[config.mk]
export PLATFORM = sky130hd
export DESIGN_NAME = pgreg_master
export DESIGN_NICKNAME = d
export VERILOG_FILES = /design/src/rtl/pgreg_pkg.sv /design/src/rtl/pgreg_width_dec.sv /design/src/rtl/pgreg_poll_timer.sv /design/src/rtl/pgreg_rd_accum.sv /design/src/rtl/pgreg_master.sv
export SDC_FILE = /design/constraint.sdc
export NUM_CORES = 1
export LEC_CHECK = 0
export BUFFER_PORTS_ARGS = -buffer_cell sky130_fd_sc_hd__buf_2
export CORE_MARGIN = 5
export CORE_UTILIZATION = 45
export CTS_BUF_LIST = sky130_fd_sc_hd__clkbuf_4
export CTS_CLUSTER_DIAMETER = 100
export DETAILED_ROUTE_END_ITERATION = 7
export PLACE_DENSITY = 0.7
export SETUP_SLACK_MARGIN = 0.15
export SYNTH_ARGS = -nofsm -noshare
export SYNTH_HDL_FRONTEND = slang
export SYNTH_SLANG_ARGS = --single-unit
[constraint.sdc]
create_clock -name clk -period 2.1 [get_ports clk]
set_clock_uncertainty 0.15 [all_clocks]
set_input_delay 0.42 -clock clk [delete_from_list [all_inputs] [get_ports clk]]
set_output_delay 0.42 -clock clk [all_outputs]
set_load 0.01 [all_outputs]
[src/rtl/pgreg_pkg.sv]
package pgreg_pkg;
  localparam int WORD_W    = 16;
  localparam int MAX_WORDS = 4;
  localparam int DATA_W    = WORD_W * MAX_WORDS;

  localparam logic [4:0] REG_PAGE  = 5'h10;
  localparam logic [4:0] REG_CMD   = 5'h11;
  localparam logic [4:0] REG_DATA0 = 5'h18;

  localparam logic [1:0] OP_WRITE = 2'b01;
  localparam logic [1:0] OP_READ  = 2'b10;

  localparam logic [2:0] WID_8  = 3'd0;
  localparam logic [2:0] WID_16 = 3'd1;
  localparam logic [2:0] WID_32 = 3'd2;
  localparam logic [2:0] WID_48 = 3'd3;
  localparam logic [2:0] WID_64 = 3'd4;

  typedef enum logic [2:0] {
    ST_IDLE,
    ST_WDATA,
    ST_PAGE,
    ST_CMD,
    ST_POLL,
    ST_WAIT,
    ST_RDATA
  } seq_state_e;
endpackage

[src/rtl/pgreg_width_dec.sv]
module pgreg_width_dec
  import pgreg_pkg::*;
(
  input  logic [2:0]        code,
  output logic              valid,
  output logic [2:0]        nwords,
  output logic [DATA_W-1:0] mask
);
  always_comb begin
    valid  = 1'b1;
    nwords = 3'd1;
    case (code)
      WID_8:   nwords = 3'd1;
      WID_16:  nwords = 3'd1;
      WID_32:  nwords = 3'd2;
      WID_48:  nwords = 3'd3;
      WID_64:  nwords = 3'd4;
      default: begin
        valid  = 1'b0;
        nwords = 3'd1;
      end
    endcase
  end

  for (genvar w = 0; w < MAX_WORDS; w++) begin : g_word_mask
    if (w == 0) begin : g_low
      assign mask[WORD_W-1:0] = (code == WID_8) ? {{(WORD_W/2){1'b0}}, {(WORD_W/2){1'b1}}}
                                                : {WORD_W{1'b1}};
    end else begin : g_high
      assign mask[w*WORD_W +: WORD_W] = (3'(w) < nwords) ? {WORD_W{1'b1}} : {WORD_W{1'b0}};
    end
  end
endmodule

[src/rtl/pgreg_poll_timer.sv]
module pgreg_poll_timer #(
  parameter int GAP = 8
) (
  input  logic clk,
  input  logic rst_n,
  input  logic load,
  input  logic run,
  output logic expired
);
  localparam int CW = (GAP > 1) ? $clog2(GAP) : 1;

  logic [CW-1:0] cnt_q, cnt_d;

  always_comb begin
    cnt_d = cnt_q;
    if (load) begin
      cnt_d = CW'(GAP - 1);
    end else if (run && (cnt_q != '0)) begin
      cnt_d = cnt_q - 1'b1;
    end
  end

  always_ff @(posedge clk or negedge rst_n) begin
    if (!rst_n) begin
      cnt_q <= '0;
    end else if (load || run) begin
      cnt_q <= cnt_d;
    end
  end

  assign expired = (cnt_q == '0);


  timer_range_chk: assert property (@(posedge clk) disable iff (!rst_n)
    cnt_q <= CW'(GAP - 1));
endmodule

[src/rtl/pgreg_rd_accum.sv]
module pgreg_rd_accum
  import pgreg_pkg::*;
(
  input  logic              clk,
  input  logic              rst_n,
  input  logic              clr,
  input  logic              shift,
  input  logic [WORD_W-1:0] word_in,
  output logic [DATA_W-1:0] acc_nxt
);
  logic [DATA_W-1:0] acc_q, acc_d;

  assign acc_nxt = {acc_q[DATA_W-WORD_W-1:0], word_in};

  always_comb begin
    acc_d = acc_q;
    if (clr) begin
      acc_d = '0;
    end else if (shift) begin
      acc_d = acc_nxt;
    end
  end

  always_ff @(posedge clk or negedge rst_n) begin
    if (!rst_n) begin
      acc_q <= '0;
    end else if (clr || shift) begin
      acc_q <= acc_d;
    end
  end
endmodule

[src/rtl/pgreg_master.sv]
module pgreg_master
  import pgreg_pkg::*;
#(
  parameter logic [4:0] PHY_ADDR   = 5'd30,
  parameter int         POLL_LIMIT = 5,
  parameter int         POLL_GAP   = 8
) (
  input  logic        clk,
  input  logic        rst_n,
  input  logic        req_valid,
  input  logic        req_write,
  input  logic [7:0]  req_page,
  input  logic [7:0]  req_offset,
  input  logic [2:0]  req_width,
  input  logic [63:0] req_wdata,
  output logic        req_ready,
  output logic        rsp_done,
  output logic        rsp_error,
  output logic [63:0] rsp_rdata,
  output logic [4:0]  mg_phy,
  output logic [4:0]  mg_reg,
  output logic [15:0] mg_wdata,
  output logic        mg_wr,
  output logic        mg_rd,
  input  logic        mg_done,
  input  logic        mg_err,
  input  logic [15:0] mg_rdata
);
  localparam int PCW = (POLL_LIMIT > 1) ? $clog2(POLL_LIMIT) : 1;
  localparam int IW  = $clog2(MAX_WORDS);

  seq_state_e        state_q, state_d;
  logic [7:0]        page_q, off_q;
  logic              write_q;
  logic [DATA_W-1:0] wdata_q, mask_q;
  logic [2:0]        nwords_q;
  logic [IW-1:0]     widx_q, widx_d;
  logic [PCW-1:0]    poll_q, poll_d;
  logic              done_q, done_d;
  logic              err_q, err_d;
  logic [DATA_W-1:0] rdata_q, rdata_d;

  logic              wid_ok;
  logic [2:0]        wid_nwords;
  logic [DATA_W-1:0] wid_mask;
  logic              accept, fin_en;
  logic              acc_clr, acc_shift;
  logic [DATA_W-1:0] acc_nxt;
  logic              tmr_load, tmr_expired;
  logic [IW-1:0]     last_idx;

  pgreg_width_dec u_wdec (
    .code   (req_width),
    .valid  (wid_ok),
    .nwords (wid_nwords),
    .mask   (wid_mask)
  );

  pgreg_poll_timer #(.GAP(POLL_GAP)) u_timer (
    .clk     (clk),
    .rst_n   (rst_n),
    .load    (tmr_load),
    .run     (state_q == ST_WAIT),
    .expired (tmr_expired)
  );

  pgreg_rd_accum u_acc (
    .clk     (clk),
    .rst_n   (rst_n),
    .clr     (acc_clr),
    .shift   (acc_shift),
    .word_in (mg_rdata),
    .acc_nxt (acc_nxt)
  );

  assign last_idx  = IW'(nwords_q - 3'd1);
  assign req_ready = (state_q == ST_IDLE);
  assign accept    = req_valid && req_ready;

  // Downstream port decode from the sequencer state
  always_comb begin
    mg_phy   = PHY_ADDR;
    mg_wr    = 1'b0;
    mg_rd    = 1'b0;
    mg_reg   = REG_CMD;
    mg_wdata = '0;
    case (state_q)
      ST_WDATA: begin
        mg_wr    = 1'b1;
        mg_reg   = REG_DATA0 + 5'(widx_q);
        mg_wdata = wdata_q[{widx_q, 4'b0000} +: WORD_W];
      end
      ST_PAGE: begin
        mg_wr    = 1'b1;
        mg_reg   = REG_PAGE;
        mg_wdata = {page_q, 8'h01};
      end
      ST_CMD: begin
        mg_wr    = 1'b1;
        mg_reg   = REG_CMD;
        mg_wdata = {off_q, 6'b000000, (write_q ? OP_WRITE : OP_READ)};
      end
      ST_POLL: begin
        mg_rd  = 1'b1;
        mg_reg = REG_CMD;
      end
      ST_RDATA: begin
        mg_rd  = 1'b1;
        mg_reg = REG_DATA0 + 5'(widx_q);
      end
      default: ;
    endcase
  end

  // Sequencer next state
  always_comb begin
    state_d   = state_q;
    widx_d    = widx_q;
    poll_d    = poll_q;
    done_d    = 1'b0;
    err_d     = err_q;
    rdata_d   = rdata_q;
    fin_en    = 1'b0;
    acc_clr   = 1'b0;
    acc_shift = 1'b0;
    tmr_load  = 1'b0;
    case (state_q)
      ST_IDLE: begin
        if (req_valid) begin
          if (!wid_ok) begin
            fin_en  = 1'b1;
            done_d  = 1'b1;
            err_d   = 1'b1;
            rdata_d = '0;
          end else begin
            acc_clr = 1'b1;
            widx_d  = '0;
            state_d = req_write ? ST_WDATA : ST_PAGE;
          end
        end
      end
      ST_WDATA, ST_PAGE, ST_CMD, ST_POLL, ST_RDATA: begin
        if (mg_done && mg_err) begin
          state_d = ST_IDLE;
          fin_en  = 1'b1;
          done_d  = 1'b1;
          err_d   = 1'b1;
          rdata_d = '0;
        end else if (mg_done) begin
          case (state_q)
            ST_WDATA: begin
              if (widx_q == last_idx) state_d = ST_PAGE;
              else widx_d = widx_q + 1'b1;
            end
            ST_PAGE: state_d = ST_CMD;
            ST_CMD: begin
              state_d = ST_POLL;
              poll_d  = '0;
            end
            ST_POLL: begin
              if (mg_rdata[1:0] == 2'b00) begin
                if (write_q) begin
                  state_d = ST_IDLE;
                  fin_en  = 1'b1;
                  done_d  = 1'b1;
                  err_d   = 1'b0;
                  rdata_d = '0;
                end else begin
                  state_d = ST_RDATA;
                  widx_d  = last_idx;
                end
              end else if (poll_q == PCW'(POLL_LIMIT - 1)) begin
                state_d = ST_IDLE;
                fin_en  = 1'b1;
                done_d  = 1'b1;
                err_d   = 1'b1;
                rdata_d = '0;
              end else begin
                poll_d   = poll_q + 1'b1;
                state_d  = ST_WAIT;
                tmr_load = 1'b1;
              end
            end
            ST_RDATA: begin
              acc_shift = 1'b1;
              if (widx_q == '0) begin
                state_d = ST_IDLE;
                fin_en  = 1'b1;
                done_d  = 1'b1;
                err_d   = 1'b0;
                rdata_d = acc_nxt & mask_q;
              end else begin
                widx_d = widx_q - 1'b1;
              end
            end
            default: ;
          endcase
        end
      end
      ST_WAIT: begin
        if (tmr_expired) state_d = ST_POLL;
      end
      default: state_d = ST_IDLE;
    endcase
  end

  // Registers
  always_ff @(posedge clk or negedge rst_n) begin
    if (!rst_n) begin
      state_q <= ST_IDLE;
      widx_q  <= '0;
      poll_q  <= '0;
      done_q  <= 1'b0;
    end else begin
      state_q <= state_d;
      widx_q  <= widx_d;
      poll_q  <= poll_d;
      done_q  <= done_d;
    end
  end

  always_ff @(posedge clk or negedge rst_n) begin
    if (!rst_n) begin
      page_q   <= '0;
      off_q    <= '0;
      write_q  <= 1'b0;
      wdata_q  <= '0;
      mask_q   <= '0;
      nwords_q <= 3'd1;
    end else if (accept && wid_ok) begin
      page_q   <= req_page;
      off_q    <= req_offset;
      write_q  <= req_write;
      wdata_q  <= req_wdata & wid_mask;
      mask_q   <= wid_mask;
      nwords_q <= wid_nwords;
    end
  end

  always_ff @(posedge clk or negedge rst_n) begin
    if (!rst_n) begin
      err_q   <= 1'b0;
      rdata_q <= '0;
    end else if (fin_en) begin
      err_q   <= err_d;
      rdata_q <= rdata_d;
    end
  end

  assign rsp_done  = done_q;
  assign rsp_error = err_q;
  assign rsp_rdata = rdata_q;


  single_strobe_chk: assert property (@(posedge clk) disable iff (!rst_n)
    !(mg_wr && mg_rd));


  idle_quiet_chk: assert property (@(posedge clk) disable iff (!rst_n)
    req_ready |-> !(mg_wr || mg_rd));


  done_idle_chk: assert property (@(posedge clk) disable iff (!rst_n)
    rsp_done |-> req_ready);


  gap_end_chk: assert property (@(posedge clk) disable iff (!rst_n)
    (state_q == ST_POLL && $past(state_q) == ST_WAIT) |-> $past(tmr_expired));


  poll_bound_chk: assert property (@(posedge clk) disable iff (!rst_n)
    poll_q <= PCW'(POLL_LIMIT - 1));


  abort_chk: assert property (@(posedge clk) disable iff (!rst_n)
    (mg_done && mg_err && (mg_wr || mg_rd)) |=> (req_ready && rsp_done && rsp_error));


  bad_width_chk: assert property (@(posedge clk) disable iff (!rst_n)
    (req_valid && req_ready && !wid_ok) |=> (rsp_done && rsp_error && req_ready));
endmodule

==> results.cfg <==
[route]
num_vias = 9008
routedWlPerCell_um = 21.5
ant_nets = 0
routed_wl_um = 34800
drt_iter0_drc = 621
drcViolationCount = 0
firstDrtPassIters = 5
via_per_inst = 5.55

[setup_path]
cp.required_ns = 1.53
path_class = reg -> out
critical_path.cell_chain = buf_12 > mux4_2 > nand2_2 > a311oi_2 > buf_4
critPathTopFamily = multiplexers
crit_arrival_ns = 2.31
crit_path_end_kind = output pin
critPathLaunchType = flop
cp.buffers_inverters = 2
cp_slowest_cell = mux4_2
critPathMaxFanout = 5
max_stage_delay_ns = 0.55

[grt]
grt_pass1_wl_um = 52200
grt_pass1_vias = 9452
grt_usage_pct = 27.3
antenna_found_initial = 1
grt_max_degree = 51
grt_overflow = 0

[sta]
holdWs_ns = 0.0713
slew_headroom_pct = 54.6
rsz0062_at_grt = yes
fin_setup_tns_ns = -99.75
final_max_slew_viol_count = 0
worst_pin_slew_ns = 0.675
finalSetupViolCount = 229
setup_ws_ns = -0.784
fmaxAchievable_mhz = 347
finalHoldViolCount = 0
post-route-min-period_ns = 2.88
post-route-period-util_pct = 137

[power]
p_per_area_nw_per_um2 = 1290
irDropWorstVdd_uv = 816
total_power_w = 0.0197
leakage_nw = 7.37

[place]
gp_congestion = 0.869
dpl.hpwl_um = 16900
post-place-ws_ns = -0.143
port-buffer-count = 192

[clock_network]
cts_tree = built
cts_root_buffer = clkbuf_4
clock-sinks = 213
clk_path_buf_depth = 3
htreeDepth = 2
clock_latency_ns = 0.71
clkTransAtPathRegs_ns = 0.08
cts_inserted_buffers = 57

[yosys]
synth-seq-area-share_pct = 56.1
synth-async-reset-ratio_pct = 100
synthFlopType = dfrtp_1
netlist_area_um2 = 9510
synth_seq_cells = 213
yosysWarnings = 0
netlist_instances = 846
synth-edff-count = 0
syn_avg_cell_area_um2 = 11.2
synth.distinct_cells = 53

[cells_and_area]
layout_common_cells = dfrtp_1 (209), buf_2 (180), nand2_1 (119)
fillCellCount = 1323
drive_gt1_share_pct = 43.1
fin_nets = 1413
area_growth_pct = 59.9
mostFrequentLayoutCell = dfrtp_1

[flow_run]
cap_violations = 0

[die]
ios = 200
die_y_um = 155
start_util_pct = 45.5
chipWidth_um = 155
rows = 53
die_area_um2 = 24100
core-area_um2 = 20900

[status]
outcome = finished, violations left
failed_checks = setup timing

[min_path]
hold_class = in -> reg
-- sequential cells by signal, summed over array words and instances (netlist names), 3 cells and up --
signal	count
u_acc.acc_q	48
mask_q	5
rsp_rdata	64
state_q	3
poll_q	3
u_timer.cnt_q	3
page_q	8
off_q	8
wdata_q	64
-- area by class of cell --
class / instances / area, µm² / area share, %
sequential: 213 / 5340 / 35.1
timing repair buffer: 457 / 4380 / 28.8
multi-input combinational: 501 / 4110 / 27.1
clock buffer: 82 / 616 / 4.05
tap: 275 / 344 / 2.26
inverter: 74 / 284 / 1.87
clock inverter: 19 / 126 / 0.831
antenna: 1 / 2.50 / 0.0165
-- tightest hold or removal path, cell delays in order --
cell and delay [ns]:
buf_2 0.09, nor2b_1 0.05, buf_4 0.13, nand2_1 0.11
o31ai_1 0.08
-- repair_timing --
item | 4_1_cts | 5_1_grt
setup endpoints to repair | 225 | 229
hold endpoints to repair | 326 | 0
hold buffers | 100 | 0
pin swaps | 21 | 39
resized for setup | 154 | 90
setup buffers | 57 | 18
cloned | 28 | 3
-- layer usage --
layer  vias up  wire length, µm  GRT usage [%]
met1      4458            12800           33.0
met3       110             2780           6.20
met4         0             1330           10.5
met5         -                0              0
met2       545            17900           47.5
li1       3895                -              -
-- per-stage QoR --
step / util, % / instances / area, µm²
floorplan: - / 851 / 9700
global placement: 53.8 / 1314 / 11200
detailed placement: 53.8 / 1314 / 11200
CTS: 70.2 / 1600 / 14700
global route: 72.8 / 1622 / 15200
finish: 72.8 / 1622 / 15200
-- cells in the mapped netlist (4+ instances only) --
cell | number | area share (%)
a21o_1 | 4 | 0.32
a21oi_1 | 17 | 0.90
a22o_1 | 103 | 9.5
a311oi_1 | 8 | 0.74
and2_1 | 6 | 0.39
and3_1 | 8 | 0.53
buf_1 | 7 | 0.28
buf_2 | 18 | 0.95
buf_4 | 9 | 0.71
buf_6 | 9 | 1.1
clkbuf_1 | 27 | 1.1
dfrtp_1 | 212 | 56
ha_1 | 4 | 0.53
inv_1 | 74 | 2.9
mux2_2 | 6 | 0.71
mux2i_1 | 66 | 7.0
mux4_2 | 16 | 3.8
nand2_1 | 174 | 6.9
nand3_1 | 5 | 0.26
nor2_1 | 10 | 0.39
nor2b_1 | 7 | 0.46
o21ai_0 | 8 | 0.42
-- report_power, final --
part           total [W]  switching, W  internal (W)
clock            0.00388       0.00184       0.00203
sequential       0.00638       0.00104       0.00534
combinational    0.00943       0.00420       0.00523
total             0.0197       0.00708        0.0126
-- worst paths after layout --
path                                              from                 endpoint  slack [ns]  cells past startpoint
max in group asynchronous                        rst_n  wdata_q[27]$_DFFE_PN0P_        1.08                      3
worst min-delay path                            mg_err    poll_q[1]$_DFFE_PN0P_        0.07                      5
min in group asynchronous                        rst_n   state_q[2]$_DFFE_PN0P_        0.08                      2
worst max-delay path             widx_q[0]$_DFFE_PN0P_              mg_wdata[8]       -0.78                      5
worst min register to register  mask_q[31]$_DFFE_PN0P_   mask_q[31]$_DFFE_PN0P_        0.32                      1
worst max register to register  state_q[2]$_DFFE_PN0P_    widx_q[0]$_DFFE_PN0P_       -0.57                      9
-- cells by family (layout without fill, tap and decap cells) --
family          Yosys count  after routing  share of synthesized area [%]
fa+ha+maj                 4              4                          0.527
simple gates            223            230                           10.0
xor+xnor                  5              5                          0.461
flops                   213            213                           56.1
other cells               2              8                         0.0790
mux                      88             88                           11.5
buf+inv                 144            632                           6.99
compound gates          167            167                           14.4
No activity file was read; power rests on OpenSTA's default activity.
